===== config.mk =====
export PLATFORM = sky130hd
export DESIGN_NAME = bscan_pin_chain
export DESIGN_NICKNAME = d
export VERILOG_FILES = /design/src/rtl/bscan_pkg.sv /design/src/rtl/bscan_cell.sv /design/src/rtl/bscan_hold_latch.sv /design/src/rtl/bscan_pin_slice.sv /design/src/rtl/bscan_pin_chain.sv
export SDC_FILE = /design/constraint.sdc
export NUM_CORES = 1
export LEC_CHECK = 0
export BUFFER_PORTS_ARGS = -buffer_cell sky130_fd_sc_hd__buf_2
export CAP_MARGIN = 30
export CORE_UTILIZATION = 26
export CTS_CLUSTER_DIAMETER = 30
export DETAILED_ROUTE_END_ITERATION = 12
export GPL_TIMING_DRIVEN = 0
export SYNTH_ARGS = -nofsm -noshare
export SYNTH_HDL_FRONTEND = slang
export SYNTH_SLANG_ARGS = --single-unit

===== constraint.sdc =====
create_clock -name clk -period 1.9 [get_ports clk]
set_clock_uncertainty 0.2 [all_clocks]
set_input_delay 0.095 -clock clk [delete_from_list [all_inputs] [get_ports clk]]
set_output_delay 0.095 -clock clk [all_outputs]
set_load 0.1 [all_outputs]

===== src/rtl/bscan_pkg.sv =====
`timescale 1ns/1ps
package bscan_pkg;
  // cells contributed by each pin, in order from the serial output side
  localparam int CELLS_PER_PIN = 4;
  localparam int OFS_PUD = 0;
  localparam int OFS_OE  = 1;
  localparam int OFS_OUT = 2;
  localparam int OFS_IN  = 3;
  // only the output-side cells own a hold latch
  localparam int HOLD_PER_PIN = 3;
endpackage


===== src/rtl/bscan_cell.sv =====
`timescale 1ns/1ps
module bscan_cell (
  input  logic clk,
  input  logic rst,
  input  logic cap_en,
  input  logic shift_en,
  input  logic cap_d,
  input  logic ser_in,
  output logic stage_q
);
  always_ff @(posedge clk) begin
    if (rst)           stage_q <= 1'b0;
    else if (cap_en)   stage_q <= cap_d;
    else if (shift_en) stage_q <= ser_in;
  end
endmodule


===== src/rtl/bscan_hold_latch.sv =====
`timescale 1ns/1ps
module bscan_hold_latch (
  input  logic clk,
  input  logic rst,
  input  logic upd_en,
  input  logic d,
  output logic q
);
  // loads on the falling edge so the value is stable before the next rising edge
  always_ff @(negedge clk) begin
    if (rst)         q <= 1'b0;
    else if (upd_en) q <= d;
  end
endmodule


===== src/rtl/bscan_pin_slice.sv =====
`timescale 1ns/1ps
module bscan_pin_slice
  import bscan_pkg::*;
(
  input  logic                     clk,
  input  logic                     rst,
  input  logic                     cap_en,
  input  logic                     shift_en,
  input  logic                     upd_en,
  input  logic                     extest_en,
  input  logic                     ser_in,
  input  logic                     core_pud,
  input  logic                     core_oe,
  input  logic                     core_out,
  input  logic                     pad_in,
  output logic [CELLS_PER_PIN-1:0] cell_q,
  output logic [HOLD_PER_PIN-1:0]  hold_q,
  output logic                     pad_pud,
  output logic                     pad_oe,
  output logic                     pad_out
);
  logic [CELLS_PER_PIN-1:0] cap_vec;
  logic [CELLS_PER_PIN-1:0] nxt_in;

  always_comb begin
    cap_vec          = '0;
    cap_vec[OFS_PUD] = core_pud;
    cap_vec[OFS_OE]  = core_oe;
    cap_vec[OFS_OUT] = core_out;
    cap_vec[OFS_IN]  = pad_in;
  end

  for (genvar k = 0; k < CELLS_PER_PIN; k++) begin : g_cell
    if (k == CELLS_PER_PIN - 1) begin : g_top
      assign nxt_in[k] = ser_in;
    end else begin : g_mid
      assign nxt_in[k] = cell_q[k+1];
    end
    bscan_cell cell_i (
      .clk      (clk),
      .rst      (rst),
      .cap_en   (cap_en),
      .shift_en (shift_en),
      .cap_d    (cap_vec[k]),
      .ser_in   (nxt_in[k]),
      .stage_q  (cell_q[k])
    );
  end

  for (genvar k = 0; k < HOLD_PER_PIN; k++) begin : g_hold
    bscan_hold_latch hold_i (
      .clk    (clk),
      .rst    (rst),
      .upd_en (upd_en),
      .d      (cell_q[k]),
      .q      (hold_q[k])
    );
  end

  // no register here: the pads must switch in the cycle the instruction changes
  always_comb begin
    pad_pud = extest_en ? hold_q[OFS_PUD] : core_pud;
    pad_oe  = extest_en ? hold_q[OFS_OE]  : core_oe;
    pad_out = extest_en ? hold_q[OFS_OUT] : core_out;
  end
endmodule


===== src/rtl/bscan_pin_chain.sv =====
`timescale 1ns/1ps
module bscan_pin_chain
  import bscan_pkg::*;
#(
  parameter int              NUM_PINS    = 8,
  parameter int              IR_W        = 4,
  parameter logic [IR_W-1:0] EXTEST_CODE = '0
) (
  input  logic                clk,
  input  logic                rst,
  input  logic [IR_W-1:0]     ir_code,
  input  logic                tdi,
  input  logic                capture_dr,
  input  logic                shift_dr,
  input  logic                update_dr,
  output logic                tdo,
  input  logic [NUM_PINS-1:0] core_pud,
  input  logic [NUM_PINS-1:0] core_oe,
  input  logic [NUM_PINS-1:0] core_out,
  input  logic [NUM_PINS-1:0] pad_in,
  output logic [NUM_PINS-1:0] pad_pud,
  output logic [NUM_PINS-1:0] pad_oe,
  output logic [NUM_PINS-1:0] pad_out
);
  localparam int CHAIN_LEN = NUM_PINS * CELLS_PER_PIN;

  logic [CHAIN_LEN-1:0] chain_q;
  logic [NUM_PINS-1:0]  lat_pud;
  logic [NUM_PINS-1:0]  lat_oe;
  logic [NUM_PINS-1:0]  lat_out;
  logic [NUM_PINS-1:0]  slice_sin;
  logic                 extest_en;

  assign extest_en = (ir_code == EXTEST_CODE);

  for (genvar p = 0; p < NUM_PINS; p++) begin : g_pin
    logic [HOLD_PER_PIN-1:0] hold_v;

    if (p == NUM_PINS - 1) begin : g_last
      assign slice_sin[p] = tdi;
    end else begin : g_inner
      assign slice_sin[p] = chain_q[CELLS_PER_PIN*(p+1)];
    end

    bscan_pin_slice slice_i (
      .clk       (clk),
      .rst       (rst),
      .cap_en    (capture_dr),
      .shift_en  (shift_dr),
      .upd_en    (update_dr),
      .extest_en (extest_en),
      .ser_in    (slice_sin[p]),
      .core_pud  (core_pud[p]),
      .core_oe   (core_oe[p]),
      .core_out  (core_out[p]),
      .pad_in    (pad_in[p]),
      .cell_q    (chain_q[CELLS_PER_PIN*p +: CELLS_PER_PIN]),
      .hold_q    (hold_v),
      .pad_pud   (pad_pud[p]),
      .pad_oe    (pad_oe[p]),
      .pad_out   (pad_out[p])
    );

    assign lat_pud[p] = hold_v[OFS_PUD];
    assign lat_oe[p]  = hold_v[OFS_OE];
    assign lat_out[p] = hold_v[OFS_OUT];
  end

  assign tdo = chain_q[0];
endmodule


==> impl_table.tex <==
\begin{tabular}{lr}
\hline
Metric & Value \\
\hline
\multicolumn{2}{l}{\textbf{Status}} \\
\quad Result of the run & finished, violations left \\
\quad Failing checks & setup timing \\
\multicolumn{2}{l}{\textbf{Place}} \\
\quad Placed inst area & 0.00370 mm\^{}2 \\
\quad Count of buffers from port buffering & 63 \\
\quad Final HPWL DP & 5340 um \\
\quad Post-place setup slack & -0.350 ns \\
\quad Final estimated routing congestion in global placement & 0.786 \\
\multicolumn{2}{l}{\textbf{Clock network}} \\
\quad Clock slew at the register clock pins of the worst setup and hold paths & 0.10 ns \\
\quad Root buffer selected by CTS & sky130\_fd\_sc\_hd\_\_clkbuf\_8 \\
\quad Num CTS Buffers & 5 \\
\quad Clock tree from TritonCTS & yes \\
\quad H-tree depth & 2 \\
\quad Clock network latency to the later pin of the worst-skew pair & 0.31 ns \\
\quad Maximum number of buffers from clock root to sink & 2 \\
\quad Number of clock sinks seen by CTS & 56 \\
\multicolumn{2}{l}{\textbf{Global route}} \\
\quad Global-route wire length before repair & 12300 um \\
\quad GRT overflow & 0 \\
\quad Gr usage total & 14.2\% \\
\quad Largest net degree at the start of global routing & 17 \\
\quad Antenna violations before repair & 0 \\
\quad Via count of the first global-routing pass & 2427 \\
\multicolumn{2}{l}{\textbf{Route}} \\
\quad Count of routing violations after the opening detailed-route iteration & 64 \\
\quad First-pass detailed-route iteration total & 4 \\
\quad Routed via count divided by cell count & 4.43 \\
\quad Routed wire per std cell & 14.6 um \\
\quad Total number of vias & 2292 \\
\quad Detailed-route wire length & 7520 um \\
\quad Final antenna-violating net count & 0 \\
\quad Number of design rule violations left after detail routing & 0 \\
\multicolumn{2}{l}{\textbf{Hold path}} \\
\quad Min-Delay Path Class & input pin to register \\
\multicolumn{2}{l}{\textbf{Setup path}} \\
\quad Setup slack, reg-to-reg & 0.12 ns \\
\quad End of the critical path & pad\_pud[2] \\
\quad Worst setup path category & register to output port \\
\quad Setup crit start & g\_pin[2].slice\_i.g\_hold[0].hold\_i.q \\
\quad Data required time at the worst endpoint & 1.60 ns \\
\quad Kind of launch point of the worst setup path & register \\
\quad R2R cell count & 2 \\
\quad Crit path capture type & output port \\
\quad Worst path arrival time & 2.08 ns \\
\quad Reg2Reg Capture Point & g\_pin[0].slice\_i.g\_hold[0].hold\_i.q \\
\quad Maximum fanout along the worst path & 2 \\
\quad Launching point of the worst reg2reg path & g\_pin[0].slice\_i.g\_cell[0].cell\_i.stage\_q \\
\multicolumn{2}{l}{\textbf{Synthesis}} \\
\quad Combined area of all synthesized cells & 0.00280 mm\^{}2 \\
\quad Net count after synthesis & 314 \\
\quad Warnings, synthesis & 0 \\
\quad Post-synthesis instance total & 272 \\
\quad Share of synthesized area occupied by flip-flops and latches & 40.0\% \\
\quad Post-synth cell types & 14 \\
\quad Count of state elements after synthesis & 56 \\
\quad Synthesized area per cell & 10.3 um\^{}2 \\
\multicolumn{2}{l}{\textbf{Floorplan}} \\
\quad Placement row count & 37 \\
\quad CORE AREA & 0.0104 mm\^{}2 \\
\quad Initial Utilization & 27.0\% \\
\quad Die Y-Extent & 106 um \\
\quad Horizontal extent of the die & 106 um \\
\quad Overall die area & 0.0112 mm\^{}2 \\
\quad Top-level I/O count & 67 \\
\multicolumn{2}{l}{\textbf{Finish}} \\
\quad Area taken by flip-flops and latches & 0.00115 mm\^{}2 \\
\quad Number of fillers in the final layout & 1033 \\
\quad Layout overhead on the synthesized area & 50.5\% \\
\quad Layout cell share with drive strength beyond 1 & 35.4\% \\
\quad Final non-filler cell area & 0.00422 mm\^{}2 \\
\quad Number of nets in the layout & 422 \\
\quad Multi-input gate area & 0.00149 mm\^{}2 \\
\quad Antenna fix cells & 0 \\
\multicolumn{2}{l}{\textbf{Timing}} \\
\quad RSZ-0062 raised after global routing & yes \\
\quad Max-slew violation count & 0 \\
\quad Number of hold violations in the final report & 0 \\
\quad Relative slew slack & 63.2\% \\
\quad Slew of the pin with the lowest slew margin & 0.549 ns \\
\quad Finish-stage setup viols & 24 \\
\quad Final Worst Setup Slack & -0.475 ns \\
\multicolumn{2}{l}{\textbf{Flow run}} \\
\quad Max-cap check violation count & 0 \\
\multicolumn{2}{l}{\textbf{Power}} \\
\quad IR drop worst, VDD & 0.345 mV \\
\quad Power density over the cells & 734 mW/mm\^{}2 \\
\quad Leakage power of the design & 1.93 nW \\
\hline
\end{tabular}
==> worst max-delay path: stages (launching register included) <==
cell	delay, ns
sky130_fd_sc_hd__dfxtp_2	0.31
sky130_fd_sc_hd__mux2_4	0.27
sky130_fd_sc_hd__buf_12	0.17
==> worst min-delay path by stage <==
stage / start / endpoint / depth (start not counted)
2_1_floorplan: core_pud[0] / g_pin[0].slice_i.g_cell[0].cell_i.stage_q / 2
3_3_place_gp: pad_in[7] / g_pin[7].slice_i.g_cell[3].cell_i.stage_q / 3
3_5_place_dp: pad_in[7] / g_pin[7].slice_i.g_cell[3].cell_i.stage_q / 3
4_1_cts: rst / g_pin[7].slice_i.g_cell[1].cell_i.stage_q / 2
5_1_grt: rst / g_pin[4].slice_i.g_cell[2].cell_i.stage_q / 2
6_report: rst / g_pin[7].slice_i.g_cell[1].cell_i.stage_q / 2
==> cells in the mapped netlist, drive strengths merged <==
cell	n	area, um^2
dfxtp	56	1120
mux2i	56	561
buf	34	249
a211oi	32	240
nor2b	32	200
mux2	24	270
nor2	24	90.1
clkbuf	11	41.3
inv	2	7.51
nor4	1	21.3
==> cells by family after synthesis <==
logic type             count (synthesis)  share of synthesized area [%]
and+or+nand+nor                       57                           11.1
AOI/OAI and AO/OA                     32                           8.58
DFF                                   56                           40.0
muxes                                 80                           29.7
buffers and inverters                 47                           10.6
==> sequential cells by signal, summed over array words and instances (netlist names) <==
signal,count
g_pin.slice_i.g_cell.cell_i.stage_q,32
g_pin.slice_i.g_hold.hold_i.q,24
==> through the flow <==
| step | hold WS (ns) | power [mW] | util [%] | cells | setup TNS (ns) |
|---|---|---|---|---|---|
| after floorplan | 0.0761 | 2.05 | - | 272 | -1.44 |
| after global placement | 0.207 | 2.19 | 35.7 | 471 | -12.71 |
| after detailed placement | 0.211 | 2.20 | 35.7 | 471 | -13.47 |
| after CTS | 0.0477 | 3.11 | 40.3 | 516 | -11.22 |
| after global routing | 0.0745 | 3.28 | 40.7 | 517 | -12.03 |
| final | 0.0393 | 3.10 | 40.7 | 517 | -11.01 |
==> where the power goes <==
part,leakage [nW],total [mW],switching (mW),internal [mW]
clock,0.185,0.941,0.514,0.428
sequential,0.473,1.31,0.0527,1.26
combinational,1.27,0.847,0.472,0.375
total,1.93,3.10,1.04,2.06
==> timing repair <==
item / 4_1_cts / 5_1_grt
gates resized for setup: 120 / 8
setup buffers: 1 / 1
endpoints found under the setup margin: 24 / 25
hold buffers: 37 / 0
endpoints found under the hold margin: 32 / 0
==> cells in the final DEF (no fill, tap or decap) <==
master                          Yosys  final
sky130_fd_sc_hd__clkbuf_8           0      6
sky130_fd_sc_hd__buf_2              4     39
sky130_fd_sc_hd__clkbuf_2           0      2
sky130_fd_sc_hd__clkbuf_1          11     10
sky130_fd_sc_hd__buf_6              2      4
sky130_fd_sc_hd__nor2_1            24     24
sky130_fd_sc_hd__bufinv_8           0      1
sky130_fd_sc_hd__mux2i_4            0      1
sky130_fd_sc_hd__buf_1              1      1
sky130_fd_sc_hd__dlygate4sd3_1      0     37
sky130_fd_sc_hd__dfxtp_2            0     24
sky130_fd_sc_hd__a211oi_1          32     31
sky130_fd_sc_hd__mux2_4             0     24
sky130_fd_sc_hd__mux2i_1           56     55
sky130_fd_sc_hd__nor2b_1           32     32
sky130_fd_sc_hd__nor4_4             1      1
sky130_fd_sc_hd__a211oi_2           0      1
sky130_fd_sc_hd__dfxtp_4            0      1
sky130_fd_sc_hd__inv_1              2     25
sky130_fd_sc_hd__buf_4             27      6
sky130_fd_sc_hd__buf_12             0     25
sky130_fd_sc_hd__dfxtp_1           56     31
==> area by class of cell <==
type,instances,share of cell area (%)
Buffer,21,3.38
Clock buffer,7,2.05
Clock inverter,25,2.55
Inverter,1,0.0890
Multi-Input combinational cell,169,35.3
Sequential cell,56,27.4
Tap cell,136,4.04
Timing Repair Buffer,102,25.2
==> routing by layer <==
layer	up-vias	GRT usage (%)	share of wire (%)
li1	1141	-	-
met2	59	25.1	49
met5	-	0	0
met4	0	2.78	0.90
met1	1085	17.6	45
met3	7	3.28	4.6
(Power assumes the default switching activity.)
